File: src/rtl/fes_pkg.sv
package fes_pkg;
  typedef enum logic [2:0] {ST_IDLE, ST_SEL, ST_XFER, ST_DESEL, ST_GAP} st_e;
  typedef enum logic [1:0] {PH_WREN, PH_ERASE, PH_POLL} ph_e;
  localparam logic [7:0] CMD_WREN = 8'h06;
  localparam logic [7:0] CMD_SE   = 8'h20;
  localparam logic [7:0] CMD_RDSR = 8'h05;
endpackage

File: src/rtl/fes_tick.sv
module fes_tick #(
  parameter int HALF_DIV = 4
) (
  input  logic clk_i,
  input  logic rst_ni,
  output logic tick_o
);
  localparam int CW = (HALF_DIV > 1) ? $clog2(HALF_DIV) : 1;
  logic [CW-1:0] cnt_q;

  assign tick_o = (cnt_q == CW'(HALF_DIV - 1));

  always_ff @(posedge clk_i or negedge rst_ni) begin
    if (!rst_ni)     cnt_q <= '0;
    else if (tick_o) cnt_q <= '0;
    else             cnt_q <= cnt_q + 1'b1;
  end
endmodule

File: src/rtl/fes_shift.sv
module fes_shift (
  input  logic       clk_i,
  input  logic       rst_ni,
  input  logic       tick_i,
  input  logic       load_i,
  input  logic [7:0] data_i,
  input  logic       miso_i,
  output logic       sclk_o,
  output logic       mosi_o,
  output logic       done_o,
  output logic [7:0] rx_o
);
  logic       act_q;
  logic [7:0] tx_q;
  logic [2:0] bcnt_q;

  always_ff @(posedge clk_i or negedge rst_ni) begin
    if (!rst_ni) begin
      act_q  <= 1'b0;
      tx_q   <= '0;
      bcnt_q <= '0;
      sclk_o <= 1'b1;
      mosi_o <= 1'b1;
      done_o <= 1'b0;
      rx_o   <= '0;
    end else begin
      done_o <= 1'b0;
      if (load_i) begin
        act_q  <= 1'b1;
        tx_q   <= data_i;
        bcnt_q <= '0;
      end else if (act_q && tick_i) begin
        if (sclk_o) begin
          // falling edge: launch next bit
          sclk_o <= 1'b0;
          mosi_o <= tx_q[7];
        end else begin
          // rising edge: capture
          sclk_o <= 1'b1;
          rx_o   <= {rx_o[6:0], miso_i};
          tx_q   <= {tx_q[6:0], 1'b0};
          if (bcnt_q == 3'd7) begin
            act_q  <= 1'b0;
            done_o <= 1'b1;
          end else begin
            bcnt_q <= bcnt_q + 1'b1;
          end
        end
      end
    end
  end

  a_r2_mosi_on_fall: assert property (@(posedge clk_i) disable iff (!rst_ni)
    !$stable(mosi_o) |-> $fell(sclk_o));
  a_r2_byte_ends_high: assert property (@(posedge clk_i) disable iff (!rst_ni)
    done_o |-> sclk_o);
endmodule

File: src/rtl/flash_erase_seq.sv
module flash_erase_seq
  import fes_pkg::*;
#(
  parameter int SYS_HZ   = 64_000_000,
  parameter int SCK_HZ   = 8_000_000,
  parameter int ADDR_W   = 24,
  parameter int POLL_MAX = 1000
) (
  input  logic              clk_i,
  input  logic              rst_ni,
  input  logic              start_i,
  input  logic [ADDR_W-1:0] addr_i,
  output logic              busy_o,
  output logic              done_o,
  output logic              err_o,
  output logic              sclk_o,
  output logic              mosi_o,
  input  logic              miso_i,
  output logic              ssn_o
);
  localparam int HALF_RAW   = SYS_HZ / (2 * SCK_HZ);
  localparam int HALF_DIV   = (HALF_RAW < 1) ? 1 : HALF_RAW;
  localparam int ADDR_BYTES = ADDR_W / 8;
  localparam int IW         = $clog2(ADDR_BYTES + 1) + 1;
  localparam int PCW        = $clog2(POLL_MAX + 1);

  st_e               st_q;
  ph_e               ph_q;
  logic [IW-1:0]     idx_q;
  logic              gap_q;
  logic [PCW-1:0]    poll_q;
  logic [ADDR_W-1:0] addr_q;
  logic              load_q;
  logic              tick, sh_done;
  logic [7:0]        rx, tx_byte;
  logic              last_byte;
  logic [ADDR_W-1:0] addr_sh;

  fes_tick #(.HALF_DIV(HALF_DIV)) u_tick (
    .clk_i(clk_i), .rst_ni(rst_ni), .tick_o(tick)
  );

  fes_shift u_shift (
    .clk_i(clk_i), .rst_ni(rst_ni), .tick_i(tick), .load_i(load_q),
    .data_i(tx_byte), .miso_i(miso_i), .sclk_o(sclk_o), .mosi_o(mosi_o),
    .done_o(sh_done), .rx_o(rx)
  );

  always_comb begin
    addr_sh   = addr_q >> (8 * (ADDR_BYTES - int'(idx_q)));
    tx_byte   = 8'h00;
    last_byte = 1'b1;
    case (ph_q)
      PH_WREN:  begin tx_byte = CMD_WREN; last_byte = (idx_q == '0); end
      PH_ERASE: begin
        tx_byte   = (idx_q == '0) ? CMD_SE : addr_sh[7:0];
        last_byte = (idx_q == IW'(ADDR_BYTES));
      end
      default:  begin
        tx_byte   = (idx_q == '0) ? CMD_RDSR : 8'h00;
        last_byte = (idx_q == IW'(1));
      end
    endcase
  end

  assign busy_o = (st_q != ST_IDLE);

  always_ff @(posedge clk_i or negedge rst_ni) begin
    if (!rst_ni) begin
      st_q   <= ST_IDLE;
      ph_q   <= PH_WREN;
      idx_q  <= '0;
      gap_q  <= 1'b0;
      poll_q <= '0;
      addr_q <= '0;
      load_q <= 1'b0;
      ssn_o  <= 1'b1;
      done_o <= 1'b0;
      err_o  <= 1'b0;
    end else begin
      load_q <= 1'b0;
      case (st_q)
        ST_IDLE: if (start_i) begin
          addr_q <= addr_i;
          ph_q   <= PH_WREN;
          poll_q <= '0;
          done_o <= 1'b0;
          err_o  <= 1'b0;
          ssn_o  <= 1'b0;
          st_q   <= ST_SEL;
        end
        ST_SEL: if (tick) begin
          idx_q  <= '0;
          load_q <= 1'b1;
          st_q   <= ST_XFER;
        end
        ST_XFER: if (sh_done) begin
          if (last_byte) st_q <= ST_DESEL;
          else begin
            idx_q  <= idx_q + 1'b1;
            load_q <= 1'b1;
          end
        end
        ST_DESEL: if (tick) begin
          ssn_o <= 1'b1;
          gap_q <= 1'b0;
          st_q  <= ST_GAP;
        end
        ST_GAP: if (tick) begin
          if (!gap_q) gap_q <= 1'b1;
          else begin
            case (ph_q)
              PH_WREN:  begin ph_q <= PH_ERASE; ssn_o <= 1'b0; st_q <= ST_SEL; end
              PH_ERASE: begin ph_q <= PH_POLL;  ssn_o <= 1'b0; st_q <= ST_SEL; end
              default: begin
                if (!rx[0]) begin
                  done_o <= 1'b1;
                  st_q   <= ST_IDLE;
                end else if (poll_q == PCW'(POLL_MAX - 1)) begin
                  err_o <= 1'b1;
                  st_q  <= ST_IDLE;
                end else begin
                  poll_q <= poll_q + 1'b1;
                  ssn_o  <= 1'b0;
                  st_q   <= ST_SEL;
                end
              end
            endcase
          end
        end
        default: st_q <= ST_IDLE;
      endcase
    end
  end

  a_r6_done_idle: assert property (@(posedge clk_i) disable iff (!rst_ni)
    done_o |-> !busy_o);
  a_r7_err_not_done: assert property (@(posedge clk_i) disable iff (!rst_ni)
    err_o |-> !done_o);
  a_r7_poll_bound: assert property (@(posedge clk_i) disable iff (!rst_ni)
    poll_q < PCW'(POLL_MAX));
  a_r8_ssn_edge_sclk_high: assert property (@(posedge clk_i) disable iff (!rst_ni)
    !$stable(ssn_o) |-> sclk_o);
  a_r9_addr_held: assert property (@(posedge clk_i) disable iff (!rst_ni)
    (busy_o && $past(busy_o)) |-> $stable(addr_q));
endmodule

File: config.mk
export PLATFORM = sky130hd
export DESIGN_NAME = flash_erase_seq
export DESIGN_NICKNAME = d
export VERILOG_FILES = /design/src/rtl/fes_pkg.sv /design/src/rtl/fes_tick.sv /design/src/rtl/fes_shift.sv /design/src/rtl/flash_erase_seq.sv
export SDC_FILE = /design/constraint.sdc
export NUM_CORES = 1
export LEC_CHECK = 0
export CORE_MARGIN = 4
export CORE_UTILIZATION = 32
export CTS_BUF_LIST = sky130_fd_sc_hd__clkbuf_8
export DETAILED_ROUTE_END_ITERATION = 10
export GPL_TIMING_DRIVEN = 1
export HOLD_SLACK_MARGIN = 0.08
export PLACE_DENSITY = 0.46
export SETUP_SLACK_MARGIN = 0.4
export SLEW_MARGIN = 25
export SYNTH_ARGS = -nofsm -noshare
export SYNTH_HDL_FRONTEND = slang
export SYNTH_SLANG_ARGS = --single-unit
File: constraint.sdc
create_clock -name clk_i -period 2.9 [get_ports clk_i]
set_input_delay 0.29 -clock clk_i [delete_from_list [all_inputs] [get_ports clk_i]]
set_output_delay 0.29 -clock clk_i [all_outputs]
set_load 0.01 [all_outputs]
==> results of run 1 <==
cells by family (layout without fill, tap and decap cells):
kind of cell	count (synthesis)	count (layout)	share of synthesized area
xor+xnor	8	8	0.0219
flops	65	65	0.510
simple gates	127	127	0.195
mux	29	29	0.0991
buf+inv	26	67	0.0376
fa+ha+maj	8	8	0.0313
compound gates	52	52	0.105
final cells by class:
type	count	share of cell area
multi-input combinational	224	0.374
clock buffer	11	0.0392
inverter	11	0.0107
clock inverter	5	0.0123
tap	133	0.0431
timing repair buffer	40	0.0991
sequential	65	0.422
registers in the layout, indices dropped and copies added, names as in the netlist, 2 cells and up:
name and count:
addr_q 24, idx_q 3, ph_q 2, poll_q 10, st_q 3, u_shift.bcnt_q 3
u_shift.tx_q 8, u_tick.cnt_q 2
worst register-to-register path: stages, from the launching register on:
cell and delay [ns]:
dfrtp_1 0.46, nor2_1 0.41, buf_4 0.22, and3_1 0.22, nand4_4 0.13, or3_1 0.32
a21oi_1 0.15
worst max path at each step:
| stage | from | end | slack [ns] | cells after the start |
|---|---|---|---|---|
| global placement | start_i | addr_q[23]$_DFFE_PN0P_ | 0.81 | 5 |
| global route | st_q[1]$_DFFE_PN0P_ | busy_o | 0.65 | 3 |
| floorplan | u_tick.cnt_q[0]$_DFF_PN0_ | poll_q[0]$_DFFE_PN0P_ | 1.15 | 6 |
| CTS | st_q[1]$_DFFE_PN0P_ | busy_o | 0.74 | 3 |
| detailed placement | start_i | addr_q[7]$_DFFE_PN0P_ | 0.77 | 5 |
| finish | st_q[1]$_DFFE_PN0P_ | busy_o | 0.78 | 3 |
placed cells by master, fill, tap and decap left out, types with 2 or more instances in the layout:
| cell | instances |
|---|---|
| or3_1 | 3 |
| nand4_1 | 3 |
| clkinv_2 | 2 |
| o22a_1 | 2 |
| o31a_1 | 4 |
| and3_1 | 4 |
| a21oi_1 | 12 |
| mux2_2 | 17 |
| a22o_1 | 2 |
| nand3_1 | 5 |
| buf_4 | 7 |
| clkdlybuf4s50_1 | 32 |
| a31oi_1 | 3 |
| nor2b_1 | 2 |
| dfstp_2 | 3 |
| mux2i_1 | 11 |
| dfrtp_1 | 62 |
| a22oi_1 | 3 |
| and2_1 | 3 |
| xor2_1 | 5 |
| nand2_1 | 58 |
| ha_1 | 8 |
| xnor2_1 | 3 |
| nand2b_1 | 3 |
| clkbuf_8 | 11 |
| nor2_1 | 30 |
| inv_1 | 13 |
| o22ai_1 | 4 |
| nor3_1 | 3 |
| o21ai_0 | 13 |
| nand4b_1 | 2 |
routing by layer:
layer | share of wire | wire length, um | global-route usage | vias up
met1 | 0.49 | 3340 | 0.171 | 1104
li1 | - | - | - | 1163
met5 | 0 | 0 | 0 | -
met3 | 0.037 | 255 | 0.0340 | 9
met4 | 0.014 | 96 | 0.0460 | 0
met2 | 0.46 | 3120 | 0.195 | 37
stage by stage:
| step | std cells | cell area (um2) | utilization | power, mW |
|---|---|---|---|---|
| floorplan | 315 | 3200 | - | 1.95 |
| global placement | 472 | 3650 | 0.376 | 2.21 |
| detailed placement | 472 | 3650 | 0.376 | 2.23 |
| CTS | 488 | 3850 | 0.396 | 3.03 |
| global route | 489 | 3860 | 0.397 | 3.19 |
| finish | 489 | 3860 | 0.397 | 2.97 |
power by group:
group | switching, mW | total (mW) | internal [mW]
sequential | 0.204 | 1.42 | 1.22
clock | 0.337 | 0.772 | 0.435
combinational | 0.367 | 0.775 | 0.408
total | 0.908 | 2.97 | 2.06
==> results.ini, run 1 <==
[outcome]
outcome = complete, no violations

[sta]
slew_headroom = 0.619
whs_ns = 0.425
clock-skew-final_ns = 0.00989
setup_violations = 0
fin_setup_tns_ns = 0
worst_pin_slew_ns = 0.571
fin_crit_ns = 2.12
timing.fmax_ghz = 0.473
period_share = 0.730
fin_ws_ns = 0.784
slew_viol_final = 0
final_hold_viol_count = 0
rsz0062_at_grt = false

[routing]
drc = 0
vias_per_cell = 4.73
ant_nets = 0
vias = 2313
drtIter0Drc = 45
wl_per_cell_um = 13.9
wl_um = 6810
firstDrtPassIters = 4

[clock_network]
holdBufCountCts = 0
clk_latency_ns = 0.34
cts_tree = built
cts_buffers = 9
clk_pin_slew_ns = 0.07
postCtsSetupBuffers = 0
cts_resized = 0
cts_root_buf = clkbuf_8
htree_levels = 3
cts_sinks = 65
clockBufferDepth = 2

[setup_path]
crit_arrival_ns = 1.83
startpoint_type = flop
reg2reg_depth = 6
max_stage_delay_ns = 0.50
reg2reg_slack_ns = 0.91
r2r-start = st_q[1]$_DFFE_PN0P_
cp_cell_sequence = nor2_1, nand2_1, clkdlybuf4s50_1
r2r-end = poll_q[9]$_DFFE_PN0P_
crit_type = reg -> out
cp.buffers_inverters = 1
end_kind = output port
crit_slowest_cell = clkdlybuf4s50_1
crit_family = simple AND/OR/NAND/NOR gates
worstPathRequired_ns = 2.61
path_max_fanout = 8

[synthesis]
synth_ff_type = dfrtp_1
synth_edf_count = 0
yosysMostFrequentCell = dfrtp_1
async_flop_share = 1.00
synth_area_um2 = 3200
synth_seq_cells = 65
seq_area_frac_synth = 0.510
yosysTopAreaCell = dfrtp_1
synth-warning-count = 0
syn-num-nets = 351
synth.area.top_cells = dfrtp_1 (49%), nand2_1 (6.8%), mux2_2 (6.0%)
synthTopCellsByCount = dfrtp_1 (62), nand2_1 (58), nor2_1 (30)
synth_top_area_share = 0.486
synth_area_per_cell_um2 = 10.1
synth_cell_type_count = 52
postSynthCellCount = 315

[floorplan]
die_w_um = 108
die_h_um = 108
coreArea_um2 = 9730
start_util = 0.328
io_pins = 34
dieArea_um2 = 11600
rows = 36

[placement]
place_ws_ns = 0.775
globalplace.congestion = 0.752
dp_hpwl_um = 4700
port-buffer-count = 33

[finish]
drive_gt1_frac = 0.143
multi_input_area_um2 = 1450
layout.area.seq_um2 = 1630
antenna_cells = 0
fill_cells = 1010
area_delta_synth_final_pct = 20.9
nNetsFinal = 387

[worst_hold_path]
hold_class = reg -> reg
hp-start = u_tick.cnt_q[0]$_DFF_PN0_
holdPathEnd = u_tick.cnt_q[0]$_DFF_PN0_
min_path_cells = 1

[global_route]
grt_overflow_total = 0
grt_pass1_wl_um = 11600
grt_start_max_net_pins = 41
antenna_found_initial = 0
grt_pass1_vias = 2396
track_usage = 0.127

[power_and_ir_drop]
leakage_nw = 1.73
irDropWorstVdd_uv = 268
powerDensity_nw_per_um2 = 768

[run]
cap_violations = 0

(Power assumes the default switching activity.)
==> run 2: changes to the inputs <==
- clock period: 2.9 -> 2.1 ns (I/O delays scaled with it)
==> run 2 against run 1 <==
Net effect: first-iteration DRC count rose by 130%; via count rose by 1.4%; largest cell class unchanged; combinational power rose by 52%.
==> results.ini, run 2 (synthesized netlist as in run 1, its figures left out) <==
[global_route]
grt_overflow_total = 0  ; unchanged
antenna_found_initial = 0  ; unchanged
grt_pass1_vias = 2397  ; +0.042%
track_usage = 0.126  ; -0.000380
grt_start_max_net_pins = 66  ; +61%
grt_pass1_wl_um = 11600  ; -0.12%

[sta]
worst_pin_slew_ns = 0.418  ; -0.152 ns
fin_crit_ns = 1.61
slew_viol_final = 0  ; unchanged
period_share = 0.769
setup_violations = 0  ; unchanged
clock-skew-final_ns = 0.00742  ; -0.00247 ns
final_hold_viol_count = 0  ; unchanged
fin_ws_ns = 0.485  ; -0.299 ns
rsz0062_at_grt = true
slew_headroom = 0.721  ; +0.102
timing.fmax_ghz = 0.619
fin_setup_tns_ns = 0  ; unchanged

[finish]
largestRegisters = addr_q: 24 flops, poll_q: 10 flops, u_shift.tx_q: 8 flops
fill_cells = 1006  ; -0.40%
top_register = addr_q
final_cell_mix = dfrtp_1 (59), nand2_1 (58), clkdlybuf4s50_1 (30), nor2_1 (27), mux2_2 (17)
largest_register_ffs = 24  ; unchanged
area_delta_synth_final_pct = 26.5
nNetsFinal = 397  ; +2.6%
antenna_cells = 0  ; unchanged
layout_commonest_cell = dfrtp_1
drive_gt1_frac = 0.213  ; +0.0699
final_cell_area_um2 = 4040  ; +4.6%

[floorplan]
die_h_um = 108  ; unchanged
start_util = 0.328  ; unchanged
rows = 36  ; unchanged
io_pins = 34  ; unchanged
die_w_um = 108  ; unchanged
coreArea_um2 = 9730  ; unchanged
dieArea_um2 = 11600  ; unchanged

[placement]
globalplace.congestion = 0.723  ; -4.0%
dp_hpwl_um = 4590  ; -2.4%
dpl_cell_area_um2 = 3730  ; +2.1%
port-buffer-count = 33  ; unchanged
place_ws_ns = 0.105  ; -0.670 ns

[routing]
wl_per_cell_um = 13.3  ; -4.6%
drc = 0  ; unchanged
wl_um = 6630  ; -2.6%
vias_per_cell = 4.70  ; -0.61%
ant_nets = 0  ; unchanged
firstDrtPassIters = 4  ; unchanged
drtIter0Drc = 103  ; +130%
vias = 2346  ; +1.4%

[setup_path]
crit_slowest_cell = dfstp_2
r2r-start = idx_q[1]$_DFFE_PN0P_
reg2reg_slack_ns = 0.49  ; -0.42 ns
path_max_fanout = 2  ; -6
r2r-end = u_shift.tx_q[2]$_DFFE_PN0P_
reg2reg_depth = 6  ; unchanged
crit_family = flip-flops
cp.buffers_inverters = 1  ; unchanged
end_kind = output port
startpoint_type = flop
worstPathRequired_ns = 1.89  ; -0.72 ns
crit_arrival_ns = 1.40  ; -0.43 ns
crit_type = reg -> out
cp_cell_sequence = clkdlybuf4s50_1
max_stage_delay_ns = 0.53  ; +0.03 ns

[worst_hold_path]
hold_class = in -> reg
holdPathEnd = addr_q[15]$_DFFE_PN0P_
hp-start = addr_i[15]
min_path_cells = 3  ; +2

[power_and_ir_drop]
powerDensity_nw_per_um2 = 1020  ; +33%
leakage_nw = 1.79  ; +3.4%
irDropWorstVdd_uv = 549  ; +100%

[clock_network]
cts_tree = built
cts_sinks = 65  ; unchanged
clockBufferDepth = 2  ; unchanged
htree_levels = 3  ; unchanged
cts_root_buf = clkbuf_8
clk_pin_slew_ns = 0.07  ; about the same
clk_latency_ns = 0.34  ; about the same
cts_buffers = 9  ; unchanged

[run]
cap_violations = 0  ; unchanged

[outcome]
outcome = complete, no violations

run 2: worst max path at each step:
stage	from	to	slack (ns)	depth (start not counted)
detailed placement	start_i	poll_q[9]$_DFFE_PN0P_	0.11	6
finish	ssn_o$_DFFE_PN1P_	ssn_o	0.49	1
global route	u_tick.cnt_q[0]$_DFF_PN0_	u_shift.tx_q[2]$_DFFE_PN0P_	0.38	5
floorplan	idx_q[1]$_DFFE_PN0P_	load_q$_DFF_PN0_	0.41	8
CTS	st_q[2]$_DFFE_PN0P_	poll_q[7]$_DFFE_PN0P_	0.41	5
global placement	start_i	addr_q[20]$_DFFE_PN0P_	0.15	5
run 2: what timing repair did:
| item | in CTS | in global routing |
|---|---|---|
| endpoints found under the hold margin | 62 | 0 |
| hold buffers | 1 | 0 |
| buffers inserted | 1 | 4 |
| setup endpoints to repair | 23 | 34 |
| pin swaps | 1 | 6 |
| gates resized for setup | 8 | 16 |
run 2: layout make-up:
cell class,instances,area (um2),share of cell area
Tap cell,133,166,0.0412
Inverter,11,41.3,0.0102
Multi-Input combinational cell,224,1520,0.376
Clock buffer,13,179,0.0443
Clock inverter,3,13.8,0.00341
Sequential cell,65,1630,0.404
Timing Repair Buffer,50,489,0.121
run 2: power breakdown:
part / switching (mW) / internal [mW] / total [mW] / leakage [nW]
Sequential: 0.272 / 1.69 / 1.96 / 0.813
Combinational: 0.547 / 0.630 / 1.18 / 0.872
Clock: 0.454 / 0.550 / 1.00 / 0.107
run 2: routing by layer:
layer | vias up | part of all wire | track usage
li1 | 1180 | - | -
met1 | 1129 | 0.48 | 0.168
met2 | 30 | 0.47 | 0.196
met3 | 7 | 0.038 | 0.0418
met4 | 0 | 0.012 | 0.0379
met5 | - | 0 | 0
run 2: through the flow:
stage / std cells / hold slack (ns) / power, mW / util
CTS: 495 / 0.380 / 4.20 / 0.407
global route: 499 / 0.373 / 4.46 / 0.415
detailed placement: 477 / 0.260 / 3.13 / 0.383
floorplan: 315 / -0.0856 / 2.70 / -
finish: 499 / 0.399 / 4.14 / 0.415
global placement: 477 / 0.264 / 3.11 / 0.383
